File: config.mk
export PLATFORM = sky130hd
export DESIGN_NAME = rxvec_gen
export DESIGN_NICKNAME = d
export VERILOG_FILES = /design/src/rtl/rxvec_pkg.sv /design/src/rtl/rxvec_mask.sv /design/src/rtl/rxvec_prio_enc.sv /design/src/rtl/rxvec_regfmt.sv /design/src/rtl/rxvec_gen.sv
export SDC_FILE = /design/constraint.sdc
export NUM_CORES = 1
export LEC_CHECK = 0
export BUFFER_PORTS_ARGS = -buffer_cell sky130_fd_sc_hd__buf_4
export CORE_MARGIN = 3
export CORE_UTILIZATION = 49
export CTS_CLUSTER_DIAMETER = 60
export DETAILED_ROUTE_END_ITERATION = 10
export PLACE_DENSITY = 0.78
export SLEW_MARGIN = 10
export SYNTH_ARGS = -nofsm -noshare
export SYNTH_HDL_FRONTEND = slang
export SYNTH_SLANG_ARGS = --single-unit
File: constraint.sdc
create_clock -name clk_i -period 1.82 [get_ports clk_i]
set_input_delay 0.091 -clock clk_i [delete_from_list [all_inputs] [get_ports clk_i]]
set_output_delay 0.091 -clock clk_i [all_outputs]
set_load 0.01 [all_outputs]
File: src/rtl/rxvec_pkg.sv
package rxvec_pkg;

    // Default bank geometry and register width
    parameter int unsigned DEF_NUM_BUF = 59;
    parameter int unsigned DEF_REG_W   = 16;

    // Width needed to hold any index of a bank of n entries
    function automatic int unsigned idx_width(input int unsigned n);
        return (n <= 2) ? 1 : $clog2(n);
    endfunction

    // Number of positions after padding up to a power of two
    function automatic int unsigned pad_width(input int unsigned n);
        return 1 << idx_width(n);
    endfunction

endpackage

File: src/rtl/rxvec_mask.sv
module rxvec_mask #(
    parameter int unsigned NUM_BUF = rxvec_pkg::DEF_NUM_BUF,
    parameter int unsigned PAD_W   = rxvec_pkg::pad_width(NUM_BUF)
) (
    input  logic [NUM_BUF-1:0] flag_i,
    input  logic [NUM_BUF-1:0] ena_i,
    output logic [PAD_W-1:0]   pend_o
);

    // Live buffers: pending when flag and enable are both set
    for (genvar g = 0; g < PAD_W; g++) begin : g_pos
        if (g < NUM_BUF) begin : g_live
            assign pend_o[g] = flag_i[g] & ena_i[g];
        end else begin : g_tie
            // Padding positions can never be selected
            assign pend_o[g] = 1'b0;
        end
    end

endmodule

File: src/rtl/rxvec_prio_enc.sv
module rxvec_prio_enc #(
    parameter int unsigned PAD_W = 64,
    parameter int unsigned IDX_W = 6
) (
    input  logic [PAD_W-1:0] pend_i,
    output logic [IDX_W-1:0] idx_o,
    output logic             any_o
);

    // Lowest set position wins: scan from the top so lower indices overwrite
    always_comb begin
        idx_o = '0;
        any_o = 1'b0;
        for (int i = PAD_W - 1; i >= 0; i--) begin
            if (pend_i[i]) begin
                idx_o = IDX_W'(i);
                any_o = 1'b1;
            end
        end
    end

    // the chosen position is set and nothing below it is set
    always_comb begin
        if (any_o) begin
            assert_sel_is_set_R1: assert (pend_i[idx_o])
                else $error("selected index not pending");
            assert_sel_is_lowest_R1: assert ((pend_i & ((PAD_W'(1) << idx_o) - PAD_W'(1))) == '0)
                else $error("lower pending index skipped");
        end else begin
            assert_none_idle_R4: assert (pend_i == '0)
                else $error("pending bit missed");
        end
    end

endmodule

File: src/rtl/rxvec_regfmt.sv
module rxvec_regfmt #(
    parameter int unsigned IDX_W = 6,
    parameter int unsigned REG_W = rxvec_pkg::DEF_REG_W
) (
    input  logic [IDX_W-1:0] idx_i,
    output logic [REG_W-1:0] reg_o
);

    // Index in the low bits, reserved bits read as zero
    for (genvar b = 0; b < REG_W; b++) begin : g_bit
        if (b < IDX_W) begin : g_idx
            assign reg_o[b] = idx_i[b];
        end else begin : g_rsvd
            assign reg_o[b] = 1'b0;
        end
    end

endmodule

File: src/rtl/rxvec_gen.sv
module rxvec_gen #(
    parameter int unsigned NUM_BUF = rxvec_pkg::DEF_NUM_BUF,
    parameter int unsigned REG_W   = rxvec_pkg::DEF_REG_W
) (
    input  logic               clk_i,
    input  logic               rst_ni,
    input  logic               cfg_mode_i,
    input  logic               utick_i,
    input  logic [NUM_BUF-1:0] irq_flag_i,
    input  logic [NUM_BUF-1:0] irq_ena_i,
    output logic [REG_W-1:0]   vec_reg_o,
    output logic               rx_irq_o
);

    localparam int unsigned IDX_W = rxvec_pkg::idx_width(NUM_BUF);
    localparam int unsigned PAD_W = rxvec_pkg::pad_width(NUM_BUF);

    // Complete registered state of the block
    typedef struct packed {
        logic [PAD_W-1:0] pend;   // sample taken on the last strobe
        logic [IDX_W-1:0] vec;    // published index
        logic             stat;   // published summary status
    } st_t;

    st_t st_d, st_q;

    logic [PAD_W-1:0] pend_live;
    logic [IDX_W-1:0] enc_idx;
    logic             enc_any;

    rxvec_mask #(
        .NUM_BUF (NUM_BUF),
        .PAD_W   (PAD_W)
    ) u_mask (
        .flag_i  (irq_flag_i),
        .ena_i   (irq_ena_i),
        .pend_o  (pend_live)
    );

    // The encoder works on the stored sample: one strobe of latency
    rxvec_prio_enc #(
        .PAD_W  (PAD_W),
        .IDX_W  (IDX_W)
    ) u_enc (
        .pend_i (st_q.pend),
        .idx_o  (enc_idx),
        .any_o  (enc_any)
    );

    rxvec_regfmt #(
        .IDX_W  (IDX_W),
        .REG_W  (REG_W)
    ) u_fmt (
        .idx_i  (st_q.vec),
        .reg_o  (vec_reg_o)
    );

    assign rx_irq_o = st_q.stat;

    always_comb begin
        st_d = st_q;
        if (cfg_mode_i) begin
            // Configuration state: everything held at zero
            st_d = '0;
        end else if (utick_i) begin
            st_d.pend = pend_live;
            st_d.vec  = enc_any ? enc_idx : '0;
            st_d.stat = enc_any;
        end
    end

    always_ff @(posedge clk_i or negedge rst_ni) begin
        if (!rst_ni) begin
            st_q <= '0;
        end else begin
            st_q <= st_d;
        end
    end

    // configuration state forces zero output on the next cycle
    assert_cfg_clears_R7: assert property (@(posedge clk_i) disable iff (!rst_ni)
        cfg_mode_i |=> (vec_reg_o == '0) && !rx_irq_o)
        else $error("configuration state did not clear register");

    // without status the vector must read zero
    assert_idle_zero_R4: assert property (@(posedge clk_i) disable iff (!rst_ni)
        !rx_irq_o |-> (vec_reg_o == '0))
        else $error("vector nonzero while status low");

    // outputs only move on a strobe or configuration entry
    assert_hold_no_tick_R8: assert property (@(posedge clk_i) disable iff (!rst_ni)
        (!utick_i && !cfg_mode_i) |=> ($stable(vec_reg_o) && $stable(rx_irq_o)))
        else $error("output changed without strobe");

    // reported index never exceeds the last buffer
    assert_idx_range_R3: assert property (@(posedge clk_i) disable iff (!rst_ni)
        rx_irq_o |-> (vec_reg_o < REG_W'(NUM_BUF)))
        else $error("index out of range");

    // a status rise needs a strobe in the previous cycle
    assert_stat_rise_R5: assert property (@(posedge clk_i) disable iff (!rst_ni)
        $rose(rx_irq_o) |-> $past(utick_i))
        else $error("status rose without strobe");

endmodule

==> summary.md <==
| Metric | Value |
|---|---|
| Outcome | `completed` |
| Slew Limit Fails | `0` |
| Top cells by area, synth | `dfrtp_1, a21oi_1, nand3_1` |
| Area occupied by multi-input gates | `1680 µm²` |
| Register area | `1650 µm²` |
| Worst hold path class | `input pin to flip-flop` |
| Setup TNS | `0 ns` |
| Synth Register Bits | `66` |
| DR WL/cell | `15.0 µm` |
| Most common cell in the netlist | `a21oi_1` |
| Post-CTS setup buffers | `0` |
| Worst slack, placed | `0.0377 ns` |
| CTS Buffer Depth | `2` |
| Rel. slew slack | `0.460` |
| Clock skew | `0.00972 ns` |
| Final Routed Wirelength | `10200 µm` |
| H-Tree Level Count | `3` |
| PnR worst setup slack | `0.0220 ns` |
| Vias in the first global route | `3658` |
| Max-cap violations | `0` |
| Drt first-iter violations | `183` |
| Net Sw Frac | `0.281` |
| CTS Buf Count | `9` |
| RSZ-0062 raised after global routing | `true` |
| Post-Syn Instances | `423` |
| Register share of total power | `0.450` |
| Crit end category | `flip-flop` |
| Synth cell count leaders | `a21oi_1, nand2_1, dfrtp_1` |
| First-pass GRT wire length | `17000 µm` |
| Synth top area share | `0.472` |
| Drt drc | `0` |
| Antenna violations before repair | `0` |
| CORE AREA | `6870 µm²` |
| P_int | `2.57 mW` |
| Async S/R FF share, synth | `1.00` |
| Final cell count without fillers | `684` |
| PD cells | `701 nW/µm²` |
| Clk pwr share | `0.335` |
| # IOs | `139` |
| Dpl cells | `641` |
| Pin count of the biggest net entering global routing | `67` |
| Critical path type | `flip-flop to flip-flop` |
| Vias per cell | `5.46` |
| Total gr overflow | `0` |
| Via Count | `3736` |
| Dpl hpwl | `7280 µm` |
| Psw | `1.00 mW` |
| Final setup viols | `0` |
| Number of synthesized flops with an enable pin | `0` |
| Hold Vio Cnt, Final | `0` |
| Fillcell total | `519` |
| Total Power | `3.57 mW` |
| Avg Synthesized Cell Area | `8.27 µm²` |
| Largest area contributor in the netlist | `dfrtp_1` |
| Clk sinks | `66` |
| CTS root buffer | `clkbuf_8` |
| Final ANT Viol Nets | `0` |
| Combinational share of power | `0.215` |
| Die area | `8190 µm²` |
| Final critical-path required period | `1.80 ns` |
| VDD IR max | `0.392 mV` |
| Reg2reg setup slack | `0.02 ns` |
| Total iterations of the first detailed-routing run | `4` |
| CTS tree | `yes` |
| Ys flop type | `dfrtp_1` |
| Layout Nets | `705` |
| DIE HEIGHT | `90.5 µm` |
| Post-Syn Area | `3500 µm²` |
| Worst EP required | `2.03 ns` |
| Post-synthesis sequential area ratio | `0.472` |
| CP startpoint kind | `flip-flop` |
| Initial Util | `0.509` |
| Gr usage total | `0.254` |
| Rows | `30` |
| Critical-path maximum fanout | `5` |
| RD Place Congestion | `0.912` |
| CTS clk-pin slew, worst paths | `0.07 ns` |
| P_leak | `2.31 nW` |
| PortBufs | `128` |
| Synth warn | `0` |
| Worst-Margin Slew | `0.809 ns` |
| Inserted Diodes | `0` |
| Fmax | `556 MHz` |
| Worst skew pair latency | `0.35 ns` |
| Crit path DAT | `2.01 ns` |
| Netlist cell types | `38` |
| Period Utilization, post-route | `0.988` |
| Chip Width | `90.5 µm` |
| Share of cells above drive strength 1 | `0.308` |
| Area delta synth->final | `45.6%` |
-- flip-flops by register name, summed over array words and instances, names as in the netlist --
register	flops
st_q	65
rx_irq_o	1
-- critical path: stages, from the launching register on --
cell and delay (ns):
dfrtp_1 0.43, nor4_2 0.32, buf_4 0.17, nand4_1 0.18, nor2_2 0.19, a311oi_4 0.16, a22oi_2 0.16, a31oi_1 0.05
-- power groups by stage --
| stage | Combinational [mW] | Clock [mW] | Sequential (mW) |
|---|---|---|---|
| 6_report | 0.768 | 1.20 | 1.61 |
| 5_1_grt | 0.850 | 1.30 | 1.61 |
| 4_1_cts | 0.758 | 1.22 | 1.60 |
| 3_5_place_dp | 0.707 | 0 | 1.62 |
| 3_3_place_gp | 0.691 | 0 | 1.62 |
| 2_1_floorplan | 0.365 | 0 | 1.61 |
-- kinds of logic (layout without fill, tap and decap cells) --
kind of cell / count (synthesis) / after routing / share of synthesized area
other: 1 / 10 / 0.00107
AO/OA/AOI/OAI: 112 / 112 / 0.191
flip-flops: 66 / 66 / 0.472
AND/OR/NAND/NOR: 194 / 194 / 0.264
buffers and inverters: 50 / 206 / 0.0712
-- through the flow --
step | instance area, µm² | util | hold WS [ns]
final | 5090 | 0.741 | 0.00239
after global routing | 5090 | 0.741 | 0.00564
after CTS | 5040 | 0.733 | 0.000234
after detailed placement | 4570 | 0.666 | 0.230
after global placement | 4570 | 0.666 | 0.231
after floorplan | 3530 | - | -0.205
-- layout make-up --
class / count / area share
Clock inverter: 7 / 0.0138
Sequential cell: 66 / 0.325
Clock buffer: 9 / 0.0243
Multi-Input combinational cell: 316 / 0.331
Timing Repair Buffer: 176 / 0.273
Tap cell: 96 / 0.0236
Inverter: 14 / 0.0103
-- path summary, 6_finish.rpt --
kind / startpoint / endpoint / depth (start not counted)
min reg2reg: rx_irq_o$_DFFE_PN0P_ / rx_irq_o$_DFFE_PN0P_ / 1
max in group asynchronous: rst_ni / st_q[49]$_DFFE_PN0P_ / 2
max: st_q[10]$_DFFE_PN0P_ / st_q[1]$_DFFE_PN0P_ / 7
min: irq_ena_i[17] / st_q[24]$_DFFE_PN0P_ / 3
min in group asynchronous: rst_ni / st_q[64]$_DFFE_PN0P_ / 2
max reg2reg: st_q[10]$_DFFE_PN0P_ / st_q[1]$_DFFE_PN0P_ / 7
-- layer usage --
metal / share of wire / track usage / vias to the layer above
li1: - / - / 1813
met1: 0.40 / 0.332 / 1743
met2: 0.51 / 0.405 / 156
met3: 0.071 / 0.0600 / 24
met4: 0.023 / 0.106 / 0
met5: 0 / 0 / -
-- layout by cell type, fill, tap and decap left out, types with 4 or more instances in the layout --
| cell type | n |
|---|---|
| buf_4 | 149 |
| a21oi_1 | 76 |
| nand2_1 | 67 |
| dfrtp_1 | 65 |
| nand3_1 | 63 |
| dlygate4sd3_1 | 27 |
| nor2_1 | 18 |
| nor3_1 | 14 |
| inv_1 | 12 |
| o21ai_0 | 12 |
| nor4_1 | 11 |
| conb_1 | 10 |
| clkbuf_8 | 9 |
| nor4_2 | 7 |
| nand4_1 | 4 |
| o31ai_1 | 4 |
| clkinvlp_4 | 4 |
-- what timing repair did --
| item | in CTS | in global routing |
|---|---|---|
| hold endpoints to repair | 89 | 0 |
| hold buffers | 27 | 0 |
| resized for setup | 0 | 9 |
| setup endpoints to repair | 0 | 6 |
No activity file was read; power rests on OpenSTA's default activity.
